[config.mk]
export PLATFORM = sky130hd
export DESIGN_NAME = rxd_own_seq
export DESIGN_NICKNAME = d
export VERILOG_FILES = /design/src/rtl/rxd_pkg.sv /design/src/rtl/rxd_ring_cache.sv /design/src/rtl/rxd_byte_cnt.sv /design/src/rtl/rxd_own_seq.sv
export SDC_FILE = /design/constraint.sdc
export NUM_CORES = 1
export LEC_CHECK = 0
export ABC_AREA = 0
export CAP_MARGIN = 15
export CORE_ASPECT_RATIO = 0.5
export CORE_MARGIN = 1.5
export CORE_UTILIZATION = 55
export CTS_CLUSTER_DIAMETER = 50
export CTS_CLUSTER_SIZE = 40
export DETAILED_ROUTE_END_ITERATION = 8
export DONT_BUFFER_PORTS = 1
export PLACE_DENSITY = 0.7
export REMOVE_ABC_BUFFERS = 1
export SLEW_MARGIN = 20
export SYNTH_ARGS = -nofsm -noshare
export SYNTH_HDL_FRONTEND = slang
export SYNTH_HIERARCHICAL = 1
export SYNTH_SLANG_ARGS = --single-unit
[constraint.sdc]
create_clock -name clk -period 2.9 [get_ports clk]
set_input_delay 0.435 -clock clk [delete_from_list [all_inputs] [get_ports clk]]
set_output_delay 0.435 -clock clk [all_outputs]
set_load 0.01 [all_outputs]
[src/rtl/rxd_pkg.sv]
package rxd_pkg;
    localparam int WORD_W   = 32;
    localparam int OWN_BIT  = 31;
    localparam int MCNT_W   = 16;

    typedef enum logic [3:0] {
        S_IDLE, S_PCUR, S_PNXT, S_WFILT, S_FCUR, S_FNXT,
        S_XFER, S_RET, S_LOOK, S_OVF, S_DROP, S_CLOSE
    } seq_state_e;

    typedef struct packed {
        logic              own;
        logic              enp;
        logic              buff;
        logic              oflo;
        logic [11:0]       rsvd;
        logic [MCNT_W-1:0] mcnt;
    } rx_stat_t;

    function automatic logic [WORD_W-1:0] close_word(input logic err,
                                                     input logic [MCNT_W-1:0] cnt);
        rx_stat_t w;
        w      = '0;
        w.enp  = !err;
        w.buff = err;
        w.oflo = err;
        w.mcnt = err ? '0 : cnt;
        return w;
    endfunction
endpackage

[src/rtl/rxd_ring_cache.sv]
module rxd_ring_cache #(
    parameter int IDX_W = 4
) (
    input  logic             clk,
    input  logic             rst,
    input  logic [IDX_W:0]   ring_len,
    input  logic             cur_set,
    input  logic             nxt_wr,
    input  logic             nxt_val,
    input  logic             adv,
    output logic [IDX_W-1:0] cur_idx,
    output logic [IDX_W-1:0] nxt_idx,
    output logic             cur_own,
    output logic             nxt_own
);
    logic [IDX_W-1:0] cur_q;
    logic             cur_own_q, nxt_own_q;
    logic [IDX_W:0]   inc;

    assign inc     = {1'b0, cur_q} + 1'b1;
    assign nxt_idx = (inc >= ring_len) ? '0 : inc[IDX_W-1:0];
    assign cur_idx = cur_q;
    assign cur_own = cur_own_q;
    assign nxt_own = nxt_own_q;

    always_ff @(posedge clk) begin
        if (rst) begin
            cur_q     <= '0;
            cur_own_q <= 1'b0;
            nxt_own_q <= 1'b0;
        end else if (adv) begin
            cur_q     <= nxt_idx;
            cur_own_q <= nxt_own_q;
            nxt_own_q <= 1'b0;
        end else begin
            if (cur_set) cur_own_q <= 1'b1;
            if (nxt_wr)  nxt_own_q <= nxt_val;
        end
    end


    ring_wrap_chk: assert property (@(posedge clk) disable iff (rst)
        (adv && ring_len != '0 && $stable(ring_len)) |=> ({1'b0, cur_idx} < ring_len));
endmodule

[src/rtl/rxd_byte_cnt.sv]
module rxd_byte_cnt #(
    parameter int LEN_W  = 8,
    parameter int MCNT_W = 16
) (
    input  logic              clk,
    input  logic              rst,
    input  logic              clr,
    input  logic              roll,
    input  logic              store,
    input  logic [LEN_W-1:0]  buf_len,
    output logic              buf_full,
    output logic [MCNT_W-1:0] mcnt
);
    logic [LEN_W-1:0]  bcnt_q;
    logic [MCNT_W-1:0] mcnt_q;

    assign buf_full = (bcnt_q >= buf_len);
    assign mcnt     = mcnt_q;

    always_ff @(posedge clk) begin
        if (rst || clr) begin
            bcnt_q <= '0;
            mcnt_q <= '0;
        end else begin
            if (roll)       bcnt_q <= '0;
            else if (store) bcnt_q <= bcnt_q + 1'b1;
            if (store)      mcnt_q <= mcnt_q + 1'b1;
        end
    end


    buf_bound_chk: assert property (@(posedge clk) disable iff (rst)
        store |-> (bcnt_q < buf_len));
endmodule

[src/rtl/rxd_own_seq.sv]
module rxd_own_seq
    import rxd_pkg::*;
#(
    parameter int IDX_W  = 4,
    parameter int LEN_W  = 8,
    parameter int MISS_W = 16
) (
    input  logic              clk,
    input  logic              rst,
    input  logic [IDX_W:0]    ring_len_i,
    input  logic [LEN_W-1:0]  buf_len_i,
    input  logic              poll_i,
    input  logic              frm_start_i,
    input  logic              filt_vld_i,
    input  logic              filt_acc_i,
    input  logic              byte_vld_i,
    output logic              byte_rdy_o,
    output logic              byte_store_o,
    input  logic              frm_end_i,
    output logic              mem_req_o,
    output logic              mem_we_o,
    output logic [IDX_W-1:0]  mem_idx_o,
    output logic [WORD_W-1:0] mem_wdata_o,
    output logic [WORD_W-1:0] mem_wmask_o,
    input  logic              mem_ack_i,
    input  logic              mem_rd_own_i,
    output logic              miss_o,
    output logic [MISS_W-1:0] miss_cnt_o
);
    localparam logic [WORD_W-1:0] OWN_MASK = WORD_W'(1) << OWN_BIT;

    seq_state_e        st_q, st_d;
    logic [IDX_W-1:0]  cur_idx, nxt_idx;
    logic              cur_own, nxt_own;
    logic              cur_set, nxt_wr, adv;
    logic              buf_full, cnt_clr, cnt_roll, store;
    logic [MCNT_W-1:0] mcnt;
    logic              ovf_q, ovf_set, miss_set, miss_q, ack;
    logic [MISS_W-1:0] miss_cnt_q;

    assign ack = mem_req_o & mem_ack_i;

    rxd_ring_cache #(.IDX_W(IDX_W)) u_ring (
        .clk(clk), .rst(rst), .ring_len(ring_len_i),
        .cur_set(cur_set), .nxt_wr(nxt_wr), .nxt_val(mem_rd_own_i), .adv(adv),
        .cur_idx(cur_idx), .nxt_idx(nxt_idx), .cur_own(cur_own), .nxt_own(nxt_own)
    );

    rxd_byte_cnt #(.LEN_W(LEN_W), .MCNT_W(MCNT_W)) u_cnt (
        .clk(clk), .rst(rst), .clr(cnt_clr), .roll(cnt_roll), .store(store),
        .buf_len(buf_len_i), .buf_full(buf_full), .mcnt(mcnt)
    );

    // descriptor access port, decoded from the state
    always_comb begin
        mem_req_o   = 1'b0;
        mem_we_o    = 1'b0;
        mem_idx_o   = cur_idx;
        mem_wdata_o = '0;
        mem_wmask_o = '0;
        unique case (st_q)
            S_PCUR, S_FCUR: mem_req_o = 1'b1;
            S_PNXT, S_FNXT, S_LOOK: begin
                mem_req_o = 1'b1;
                mem_idx_o = nxt_idx;
            end
            S_RET: begin
                mem_req_o   = 1'b1;
                mem_we_o    = 1'b1;
                mem_wmask_o = OWN_MASK;
            end
            S_CLOSE: begin
                mem_req_o   = 1'b1;
                mem_we_o    = 1'b1;
                mem_wmask_o = '1;
                mem_wdata_o = close_word(ovf_q, mcnt);
            end
            default: ;
        endcase
    end

    always_comb begin
        unique case (st_q)
            S_XFER:        byte_rdy_o = !(buf_full && nxt_own);
            S_OVF, S_DROP: byte_rdy_o = 1'b1;
            default:       byte_rdy_o = 1'b0;
        endcase
    end

    assign store        = (st_q == S_XFER) && byte_vld_i && !buf_full;
    assign byte_store_o = store;

    always_comb begin
        st_d     = st_q;
        cur_set  = 1'b0;
        nxt_wr   = 1'b0;
        adv      = 1'b0;
        cnt_clr  = 1'b0;
        cnt_roll = 1'b0;
        ovf_set  = 1'b0;
        miss_set = 1'b0;
        unique case (st_q)
            S_IDLE: begin
                if (frm_start_i) begin
                    st_d    = S_WFILT;
                    cnt_clr = 1'b1;
                end else if (poll_i) begin
                    if (!cur_own)      st_d = S_PCUR;
                    else if (!nxt_own) st_d = S_PNXT;
                end
            end
            S_PCUR: if (ack) begin
                if (mem_rd_own_i) begin
                    cur_set = 1'b1;
                    st_d    = nxt_own ? S_IDLE : S_PNXT;
                end else begin
                    st_d = S_IDLE;
                end
            end
            S_PNXT: if (ack) begin
                nxt_wr = 1'b1;
                st_d   = S_IDLE;
            end
            S_WFILT: if (filt_vld_i) begin
                if (!filt_acc_i)   st_d = S_DROP;
                else if (!cur_own) st_d = S_FCUR;
                else if (!nxt_own) st_d = S_FNXT;
                else               st_d = S_XFER;
            end
            S_FCUR: if (ack) begin
                if (mem_rd_own_i) begin
                    cur_set = 1'b1;
                    st_d    = nxt_own ? S_XFER : S_FNXT;
                end else begin
                    miss_set = 1'b1;
                    st_d     = S_DROP;
                end
            end
            S_FNXT: if (ack) begin
                nxt_wr = 1'b1;
                st_d   = S_XFER;
            end
            S_XFER: begin
                if (frm_end_i) begin
                    st_d = S_CLOSE;
                end else if (byte_vld_i && buf_full) begin
                    if (nxt_own) begin
                        st_d = S_RET;
                    end else begin
                        ovf_set = 1'b1;
                        st_d    = S_OVF;
                    end
                end
            end
            S_RET: if (ack) begin
                adv      = 1'b1;
                cnt_roll = 1'b1;
                st_d     = S_LOOK;
            end
            S_LOOK: if (ack) begin
                nxt_wr = 1'b1;
                st_d   = S_XFER;
            end
            S_OVF:  if (frm_end_i) st_d = S_CLOSE;
            S_DROP: if (frm_end_i) st_d = S_IDLE;
            S_CLOSE: if (ack) begin
                adv  = 1'b1;
                st_d = S_IDLE;
            end
            default: st_d = S_IDLE;
        endcase
    end

    always_ff @(posedge clk) begin
        if (rst) begin
            st_q       <= S_IDLE;
            ovf_q      <= 1'b0;
            miss_q     <= 1'b0;
            miss_cnt_q <= '0;
        end else begin
            st_q   <= st_d;
            miss_q <= miss_set;
            if (cnt_clr)      ovf_q <= 1'b0;
            else if (ovf_set) ovf_q <= 1'b1;
            if (miss_set) miss_cnt_q <= miss_cnt_q + 1'b1;
        end
    end

    assign miss_o     = miss_q;
    assign miss_cnt_o = miss_cnt_q;


    req_hold_chk: assert property (@(posedge clk) disable iff (rst)
        (mem_req_o && !mem_ack_i) |=> (mem_req_o && $stable(mem_idx_o) && $stable(mem_we_o)));


    give_back_chk: assert property (@(posedge clk) disable iff (rst)
        (mem_req_o && mem_we_o) |-> !mem_wdata_o[OWN_BIT]);


    cached_skip_chk: assert property (@(posedge clk) disable iff (rst)
        (st_q == S_IDLE && poll_i && !frm_start_i && cur_own && nxt_own) |=> !mem_req_o);


    miss_count_chk: assert property (@(posedge clk) disable iff (rst)
        miss_o |-> (miss_cnt_o == $past(miss_cnt_o) + 1'b1));


    stall_roll_chk: assert property (@(posedge clk) disable iff (rst)
        (byte_vld_i && buf_full && nxt_own && st_q == S_XFER && !frm_end_i) |-> !byte_rdy_o);
endmodule

Word level (Yosys, flattened, before mapping)
Index checks and enable logic that the tools add are counted.
{"block": "op_classes", "add_sub_neg": 4, "mul": 0, "n_div": 0, "n_lt_le_gt_ge": 2, "eq_ne": 22, "shifts": 0, "mux": 48, "n_bitwise": 1, "n_reduce_logical": 21}
{"operator": "$mux 4", "count": 19}
{"operator": "$pmux 32 s2", "count": 1}
{"operator": "$pmux 4 s10", "count": 1}
{"operator": "$add 16x1->16 const B", "count": 2}
{"operator": "$mux 31", "count": 1}
{"operator": "$mux 1", "count": 20}
{"operator": "$eq 4x3->1 const B", "count": 4}
{"operator": "$eq 4x4->1 const B", "count": 4}
{"operator": "$mux 16", "count": 1}
{"operator": "$reduce_or 2->1", "count": 8}
{"operator": "$ne 2x2->1 const B", "count": 6}
{"operator": "$reduce_and 11->1", "count": 1}
{"operator": "$add 8x1->8 const B", "count": 1}
{"operator": "$eq 4x2->1 const B", "count": 2}
{"operator": "$ge 8x8->1", "count": 1}
{"operator": "$mux 2", "count": 4}
{"operator": "$reduce_or 7->1", "count": 1}
{"operator": "$add 4x1->5 const B", "count": 1}
{"operator": "$ge 5x5->1", "count": 1}
{"operator": "$eq 4x1->1 const B", "count": 1}
{"operator": "$logic_and 1x1->1", "count": 4}
{"operator": "$logic_not 4->1", "count": 1}
{"operator": "$ne 2x1->1 const B", "count": 2}
{"operator": "$ne 4x4->1 const B", "count": 1}
{"operator": "other kinds (8)", "count": 10}
{"block": "word_totals", "reg_bits": 52, "latchBits": 0, "mem_bits_rw": 0, "rom_bits": 0, "in_bits": 23, "output_inout_bits": 89, "mem_count": 0}

Depth between registers and ports, before layout
Gate-level depths: netlist (run 1).
{"block": "depth", "ltp_word": 8, "depth_mapped": 10}

Hierarchy
The synthesis (run 1) kept the hierarchy.
{"module": "rxd_own_seq", "instances": 1, "cells_per_inst": 262, "area_per_inst_um2": 1934.4, "seq_area_each_um2": 440.4}
{"module": "rxd_byte_cnt", "instances": 1, "cells_per_inst": 148, "area_per_inst_um2": 1285.0, "seq_area_each_um2": 480.5}
{"module": "rxd_ring_cache", "instances": 1, "cells_per_inst": 45, "area_per_inst_um2": 425.4, "seq_area_each_um2": 120.1}

Worst setup path after synthesis (run 1)
OpenSTA, ideal clock, no wires.
{"block": "synth_path", "kind": "input-to-reg", "startpoint": "input port buf_len_i[0]", "endpoint": "register u_cnt.mcnt_q[11] (netlist: u_cnt/mcnt[11])", "setup_ns": 0.071, "arrival_time_ns": 2.621, "path_slack_ns": 0.208, "stages": 8, "path_cell_list": "ha_1 nand2b_1 a2111oi_0 o31ai_1 nor2_1 nand4_4 or4_1 a21oi_1"}
{"block": "synth_between", "elab_chain_cells": 3}
{"element": "from (decl)", "line_no": "rxd_own_seq.sv:11", "rtl": "input logic [LEN_W-1:0] buf_len_i,"}
{"element": "$ge 8x8->1", "line_no": "rxd_byte_cnt.sv:17", "rtl": "assign buf_full = (bcnt_q >= buf_len);"}
{"element": "named net buf_full", "line_no": "rxd_own_seq.sv:36", "rtl": "logic buf_full, cnt_clr, cnt_roll, store;"}
{"element": "$logic_not 1->1", "line_no": "rxd_own_seq.sv:90", "rtl": "assign store = (st_q == S_XFER) && byte_vld_i && !buf_full;"}
{"element": "$logic_and 1x1->1", "line_no": "rxd_own_seq.sv:90"}
{"element": "named net byte_store_o", "line_no": "rxd_own_seq.sv:18", "rtl": "output logic byte_store_o,"}
{"element": "to (signal assigned)", "line_no": "rxd_byte_cnt.sv:27", "rtl": "if (store) mcnt_q <= mcnt_q + 1'b1;"}
{"element": "to (decl)", "line_no": "rxd_byte_cnt.sv:15", "rtl": "logic [MCNT_W-1:0] mcnt_q;"}
The timed path passes the listed nets, and every way through them passes these cells.
A chain may end at the register's enable or synchronous reset.

Final worst setup path (run 1)
{"block": "layout_path", "startpoint": "register u_cnt.bcnt_q[0]", "endpoint": "register u_cnt.mcnt_q[11] (netlist: u_cnt/mcnt[11])"}
{"block": "layout_between", "elab_chain_cells": 3}
{"element": "from (decl)", "line_no": "rxd_byte_cnt.sv:14", "rtl": "logic [LEN_W-1:0] bcnt_q;"}
{"element": "from (signal assigned)", "line_no": "rxd_byte_cnt.sv:26", "rtl": "else if (store) bcnt_q <= bcnt_q + 1'b1;"}
{"element": "$ge 8x8->1", "line_no": "rxd_byte_cnt.sv:17"}
{"element": "named net buf_full", "line_no": "rxd_own_seq.sv:36"}
{"element": "$logic_not 1->1", "line_no": "rxd_own_seq.sv:90"}
{"element": "$logic_and 1x1->1", "line_no": "rxd_own_seq.sv:90"}
The timed path passes the listed nets, and every way through them passes these cells.

==> results of run 1 <==
## cell usage after synthesis (2+ instances only)
library cell and count:
a32o_1 5, and4_1 3, and2_1 18, o31ai_1 7, nor2_1 44, mux2i_1 9
o21ai_0 17, clkbuf_1 6, or3_1 16, and3_1 5, nand3_2 2, o21a_1 5
a31oi_1 2, nor3b_1 3, a21oi_1 25, xor2_1 9, and3_2 3, o211ai_1 2
or4_1 4, buf_4 46, a21boi_0 2, nor2b_1 4, ha_1 17, nand2_1 25
xnor2_1 11, buf_1 2, nor3_1 12, mux2_2 4, dfxtp_1 52, a2111oi_0 3
buf_2 5, o22a_1 2, nand3_1 11, nor4_1 9, inv_1 25, nand4_1 15
nand2b_1 3
## metrics by stage
step	setup TNS, ns	util (%)	cells	hold slack [ns]
floorplan	-75.35	-	408	0.439
global placement	0	56.2	504	0.459
detailed placement	-0.0417	56.2	504	0.485
CTS	0	58.5	511	0.209
global route	0	58.9	511	0.200
finish	0	58.9	511	0.216
## sequential cells by signal, indices dropped and copies added, names as in the netlist
register,flops
ovf_q,1
u_cnt/mcnt,16
u_ring/nxt_own,1
miss_o,1
u_cnt/bcnt_q,8
u_ring/cur_own,1
miss_cnt_o,16
st_q,4
u_ring/cur_idx,4
## area by class of cell
class,instances,area [um^2]
fill,587,2560
tap,88,110
clock buffer,5,125
multi-input combinational,331,2200
clock inverter,2,12.5
timing repair buffer,8,92.6
inverter,25,93.8
sequential,52,1040
## critical path, stage by stage, from the launching register on
cell and delay, ns:
dfxtp_1 0.40, inv_1 0.06, ha_1 0.26, nand2b_1 0.18, a2111oi_4 0.38, o31ai_2 0.14, nor2_1 0.19, buf_12 0.18
nand4_4 0.15, or4_1 0.55, a21oi_1 0.15
## layer usage
layer / routed length [um] / track usage, %
met5: 0 / 0
met4: 34 / 6.45
met3: 441 / 5.17
met2: 3530 / 38.1
met1: 3610 / 27.9
## timing repair
| item | 4_1_cts | 5_1_grt |
|---|---|---|
| gates resized for setup | 1 | 4 |
| endpoints found under the setup margin | 4 | 10 |
| gates cloned | 0 | 0 |
| pin swaps | 0 | 1 |
## power by group through the flow
stage | clock network (uW) | registers (uW) | logic, uW
finish | 565 | 785 | 447
global placement | 0 | 799 | 429
detailed placement | 0 | 800 | 439
CTS | 581 | 784 | 440
floorplan | 0 | 798 | 316
global route | 614 | 792 | 497
## kinds of logic (layout without fill, tap and decap cells)
group | after synthesis | in the layout | synth area share (%)
AOI/OAI and AO/OA | 82 | 82 | 14.9
xor gates and xnor gates | 21 | 21 | 5.25
adders and majority gates | 17 | 17 | 5.84
buffers and inverters | 84 | 40 | 13.6
DFF | 52 | 52 | 28.6
muxes | 13 | 13 | 3.71
other | 1 | 13 | 0.103
and+or+nand+nor | 185 | 185 | 28.1
## path summary, 6_finish.rpt
| check | to | cells after the start |
|---|---|---|
| max | u_cnt/mcnt[11]$_SDFFE_PP0P_ | 10 |
| min | miss_cnt_o[6]$_SDFFE_PP0P_ | 1 |
| max reg2reg | u_cnt/mcnt[11]$_SDFFE_PP0P_ | 10 |
| min reg2reg | u_cnt/mcnt[14]$_SDFFE_PP0P_ | 2 |
==> impl_metrics.yaml, run 1 <==
outcome:
  status: "complete, no violations"
timing:
  tightest_slew_ns: 0.658
  fin_skew_ns: 0.00558
  finalCritPeriodShare_pct: 93.1
  setup_viol: 0
  setup_ws_ns: 0.201
  fin_crit_ns: 2.70
  fmax_ghz: 0.370
  final_hold_viol_count: 0
  slew_headroom_pct: 56.1
  drv_slew: 0
  rsz0062_at_grt: "no"
run:
  maxCapViolCount: 0
worst_setup_path:
  required_ns: 3.12
  crit_type: "reg2reg"
  regToRegSetupSlack_ns: 0.20
  arrival_ns: 2.92
  crit_start: "u_cnt/bcnt_q[0]$_SDFFE_PP0P_"
  worst_setup_path_start_kind: "flip-flop"
  r2r-start: "u_cnt/bcnt_q[0]$_SDFFE_PP0P_"
  crit_path_end_kind: "flip-flop"
  cp_max_fo: 14
synthesis:
  netlist_area_um2: 3640
  synth_cells: 455
  avgSynthCellArea_um2: 8.01
  synth-edff-count: 0
  ys_types: 59
  ys.flop_type: "dfxtp_1"
  synthTopCellsByArea: "dfxtp_1 (29%), buf_4 (9.5%), ha_1 (5.8%)"
  yosys.area.top_type: "dfxtp_1"
  yosys.area.top_type_share_pct: 28.6
  ys_ff_latch: 52
  synthArstFlopShare_pct: 0
  synth_warnings: 6
  synth-seq-area-share_pct: 28.6
power:
  power.internal_uw: 1210
  worst_ir_drop_vdd_mv: 0.220
  power_frac_comb_pct: 24.9
  finalPower_uw: 1800
  power.clock.fraction_pct: 31.4
  p_sw_uw: 585
  p_sw_share_pct: 32.6
  power_density_nw_per_um2: 489
  seqPwrFrac_pct: 43.7
  p_leak_uw: 0.00138
detailed_routing:
  drtIter0Drc: 238
  ant_nets: 0
  vias: 3018
  drc: 0
  wl_um: 7610
  dr.pass1.iters: 5
  wl_per_cell_um: 14.9
  vias_per_cell: 5.91
cells_and_area:
  diodes: 0
  syn2layout_area_growth_pct: 0.755
  drive_gt1_share_pct: 8.98
  fin_area_um2: 3670
  final_common_cell: "dfxtp_1"
  nNetsFinal: 463
  layout_common_cells: "dfxtp_1 (52), nor2_1 (43), nand2_1 (25), inv_1 (25), a21oi_1 (25)"
global_route:
  grt_pass1_wl_um: 12800
  antenna_found_initial: 0
  grtUsageTotal_pct: 21.9
  grt_max_degree: 35
  grt_overflow_total: 0
  grt_pass1_vias: 2800
clock_network:
  clockBufferDepth: 2
  root_buffer: "clkbuf_16"
  cts_num_sinks: 52
  holdBufCountCts: 0
  tritoncts: "built"
  clk_pin_slew_ns: 0.07
  htree_levels: 2
  clock_latency_ns: 0.29
  numCtsBuffers: 5
  cts_setup_buffers: 0
die:
  rows: 20
  core_area_um2: 6230
  die_area_um2: 7150
  fp.dieH_um: 60.6
  die_w_um: 118
  initial_core_util_pct: 58.5
  pin_count: 112
place:
  dpl.hpwl_um: 5580
  placed_area_um2: 3500
  io_buffers: 0
  finalWeightedCongestion: 0.898
  post-place-ws_ns: -0.0237
worst_hold_path:
  min_from: "rst"
  worst_hold_path_type: "in2reg"
Power figures use the tool's default switching activity.
==> run 2: changes to the inputs <==
--- a/config.mk
+++ b/config.mk
@@ -19,5 +19,4 @@
 export SLEW_MARGIN = 20
 export SYNTH_ARGS = -nofsm -noshare
 export SYNTH_HDL_FRONTEND = slang
-export SYNTH_HIERARCHICAL = 1
 export SYNTH_SLANG_ARGS = --single-unit
==> run 2 against run 1 <==
Effect of this change: area after synthesis is 1.0% higher; clock skew is 0.0015 ns lower; core utilization is 0.78 points lower; non-clock buffer count is 2 lower; hold slack worse by 0.017 ns; maximum frequency is 0.69% lower; sequential share of layout area is 0.26 points higher; first-iteration DRC count is 4.6% lower; critical path depth is 2 lower; synthesized cell count is 4.0% higher; largest cell class unchanged.
==> impl_metrics.yaml, run 2 <==
cells_and_area:
  nNetsFinal: 474
  diodes: 0
  drive_gt1_share_pct: 6.44
  final_common_cell: "dfxtp_1"
  finalNonFillerCells: 523
  fin_util_pct: 58.2
  layout_common_cells: "dfxtp_1 (52), nand2_1 (37), nor2_1 (33)"
  syn2layout_area_growth_pct: -1.16
timing:
  drv_slew: 0
  tightest_slew_ns: 0.735
  fin_crit_ns: 2.72
  fmax_ghz: 0.368
  final_hold_viol_count: 0
  setup_viol: 0
  fin_skew_ns: 0.00411
  finalCritPeriodShare_pct: 93.7
  whs_ns: 0.199
  rsz0062_at_grt: "no"
  slew_headroom_pct: 50.9
synthesis:
  synth_warnings: 0
  synthArstFlopShare_pct: 0
  synth_top_family_by_area: "simple AND/OR/NAND/NOR gates"
  ys.flop_type: "dfxtp_1"
  synthSimpleGateAreaFrac_pct: 27.3
  synth-edff-count: 0
  netlist_area_um2: 3680
  synth_compound_area_share_pct: 18.5
  yosys.area.top_type: "dfxtp_1"
  yosys.area.top_type_share_pct: 28.3
  ys_ff_latch: 52
  synth-seq-area-share_pct: 28.3
  synthAdderAreaFrac_pct: 5.78
  synth_cells: 473
  synthTopCellsByArea: "dfxtp_1 (28%), buf_4 (9.2%), ha_1 (5.8%)"
  ys_types: 54
  synth_common_cells: "dfxtp_1 (52), buf_4 (45), nand2_1 (37), nor2_1 (33), a21oi_1 (29)"
  synth-xor-area-share_pct: 4.76
  synth.most_common_cell: "dfxtp_1"
  yosys-mux-area-fraction_pct: 1.36
  avgSynthCellArea_um2: 7.78
clock_network:
  cts_resized: 0
  root_buffer: "clkbuf_16"
  htree_levels: 2
  clk_pin_slew_ns: 0.07
  tritoncts: "built"
  holdBufCountCts: 0
  numCtsBuffers: 5
  clockBufferDepth: 2
  cts_num_sinks: 52
  clock_latency_ns: 0.30
  cts_setup_buffers: 0
outcome:
  status: "complete, no violations"
place:
  post-place-cells: 515
  io_buffers: 0
  finalWeightedCongestion: 0.875
  dpl.hpwl_um: 6120
worst_setup_path:
  r2r-start: "u_cnt.bcnt_q[0]$_SDFFE_PP0P_"
  cp-endpoint: "byte_rdy_o"
  required_ns: 2.47
  arrival_ns: 2.28
  worst_setup_path_start_kind: "flip-flop"
  regToRegSetupSlack_ns: 0.28
  crit_start: "u_cnt.bcnt_q[0]$_SDFFE_PP0P_"
  crit_type: "reg2out"
  cp_max_fo: 8
  crit_path_end_kind: "output pin"
  rr_worst_depth: 8
  r2r-end: "u_cnt.mcnt[12]$_SDFFE_PP0P_"
detailed_routing:
  vias: 3185
  vias_per_cell: 6.09
  drc: 0
  dr.pass1.iters: 5
  drtIter0Drc: 227
  ant_nets: 0
  wl_um: 8260
  wl_per_cell_um: 15.8
worst_hold_path:
  worst_hold_path_type: "in2reg"
die:
  rows: 20
  die_w_um: 119
  core_area_um2: 6260
  initial_core_util_pct: 58.8
  fp.dieH_um: 60.9
  die_area_um2: 7220
  pin_count: 112
power:
  power_density_nw_per_um2: 553
  worst_ir_drop_vdd_mv: 0.281
  p_leak_uw: 0.00137
global_route:
  grtUsageTotal_pct: 23.4
  antenna_found_initial: 0
  grt_overflow_total: 0
  grt_max_degree: 32
  grt_pass1_vias: 2903
  grt_pass1_wl_um: 13600
run:
  maxCapViolCount: 0
## run 2: changes by cell type in the layout (fill, tap and decap cells not counted), moves of 10 or more
cell / change
nand2_1: +12
or3_1: -12
nor2_1: -10
or4_1: +10
## run 2: final cells by class
type / count / area [um^2]
clock buffer: 6 / 139
multi-input combinational: 342 / 2170
sequential: 52 / 1040
clock inverter: 2 / 15.0
inverter: 27 / 101
timing repair buffer: 6 / 57.6
tap: 88 / 110
fill: 600 / 2620
## run 2: kinds of logic after synthesis
kind of cell	after synthesis
AND/OR/NAND/NOR	187
multiplexers	5
adder cells (fa/ha/maj)	17
other	1
XOR/XNOR	20
buffers and inverters	91
flip-flops	52
AO/OA/AOI/OAI	100
## run 2: per-layer routing
metal  global-route usage (%)  wire length (um)  vias to the layer above  part of all wire (%)
li1                         -                 -                     1545                     -
met1                     31.1              3790                     1494                    46
met2                     38.5              3770                      130                    46
met3                     4.89               544                       16                   6.6
met4                     9.29               157                        0                   1.9
met5                        0                 0                        -                     0
## run 2: critical path, cell delays in order, from the launching register on
cell and delay (ns):
dfxtp_1 0.36, inv_1 0.08, ha_1 0.27, nand2b_1 0.14
a211o_1 0.36, a21oi_4 0.25, o21ai_2 0.17, a21oi_1 0.20
or2_2 0.16
## run 2: power by group
group          switching (uW)  internal [uW]
Combinational             334            214
Sequential               94.8            743
Clock                     282            344
Total                     711           1300
## run 2: how the worst min path moves through the flow
stage	slack, ns	depth (start not counted)	to	start
detailed placement	0.47	2	u_cnt.mcnt[15]$_SDFFE_PP0P_	u_cnt.mcnt[15]$_SDFFE_PP0P_
CTS	0.20	1	u_ring.cur_idx[0]$_SDFFE_PP0P_	rst
global route	0.20	1	miss_cnt_o[0]$_SDFFE_PP0P_	rst
floorplan	0.45	2	u_cnt.mcnt[15]$_SDFFE_PP0P_	u_cnt.mcnt[15]$_SDFFE_PP0P_
finish	0.20	1	u_ring.cur_idx[0]$_SDFFE_PP0P_	rst
global placement	0.46	2	u_cnt.mcnt[15]$_SDFFE_PP0P_	u_cnt.mcnt[15]$_SDFFE_PP0P_
## run 2: metrics by stage
stage / setup TNS (ns) / total power [uW] / setup WS, ns / cell area, um^2
floorplan: -14.67 / 1240 / -0.847 / 3310
global placement: 0 / 1370 / 0.386 / 3480
detailed placement: 0 / 1390 / 0.274 / 3480
CTS: 0 / 2010 / 0.0973 / 3630
global route: 0 / 2110 / 0.0429 / 3640
finish: 0 / 2010 / 0.182 / 3640
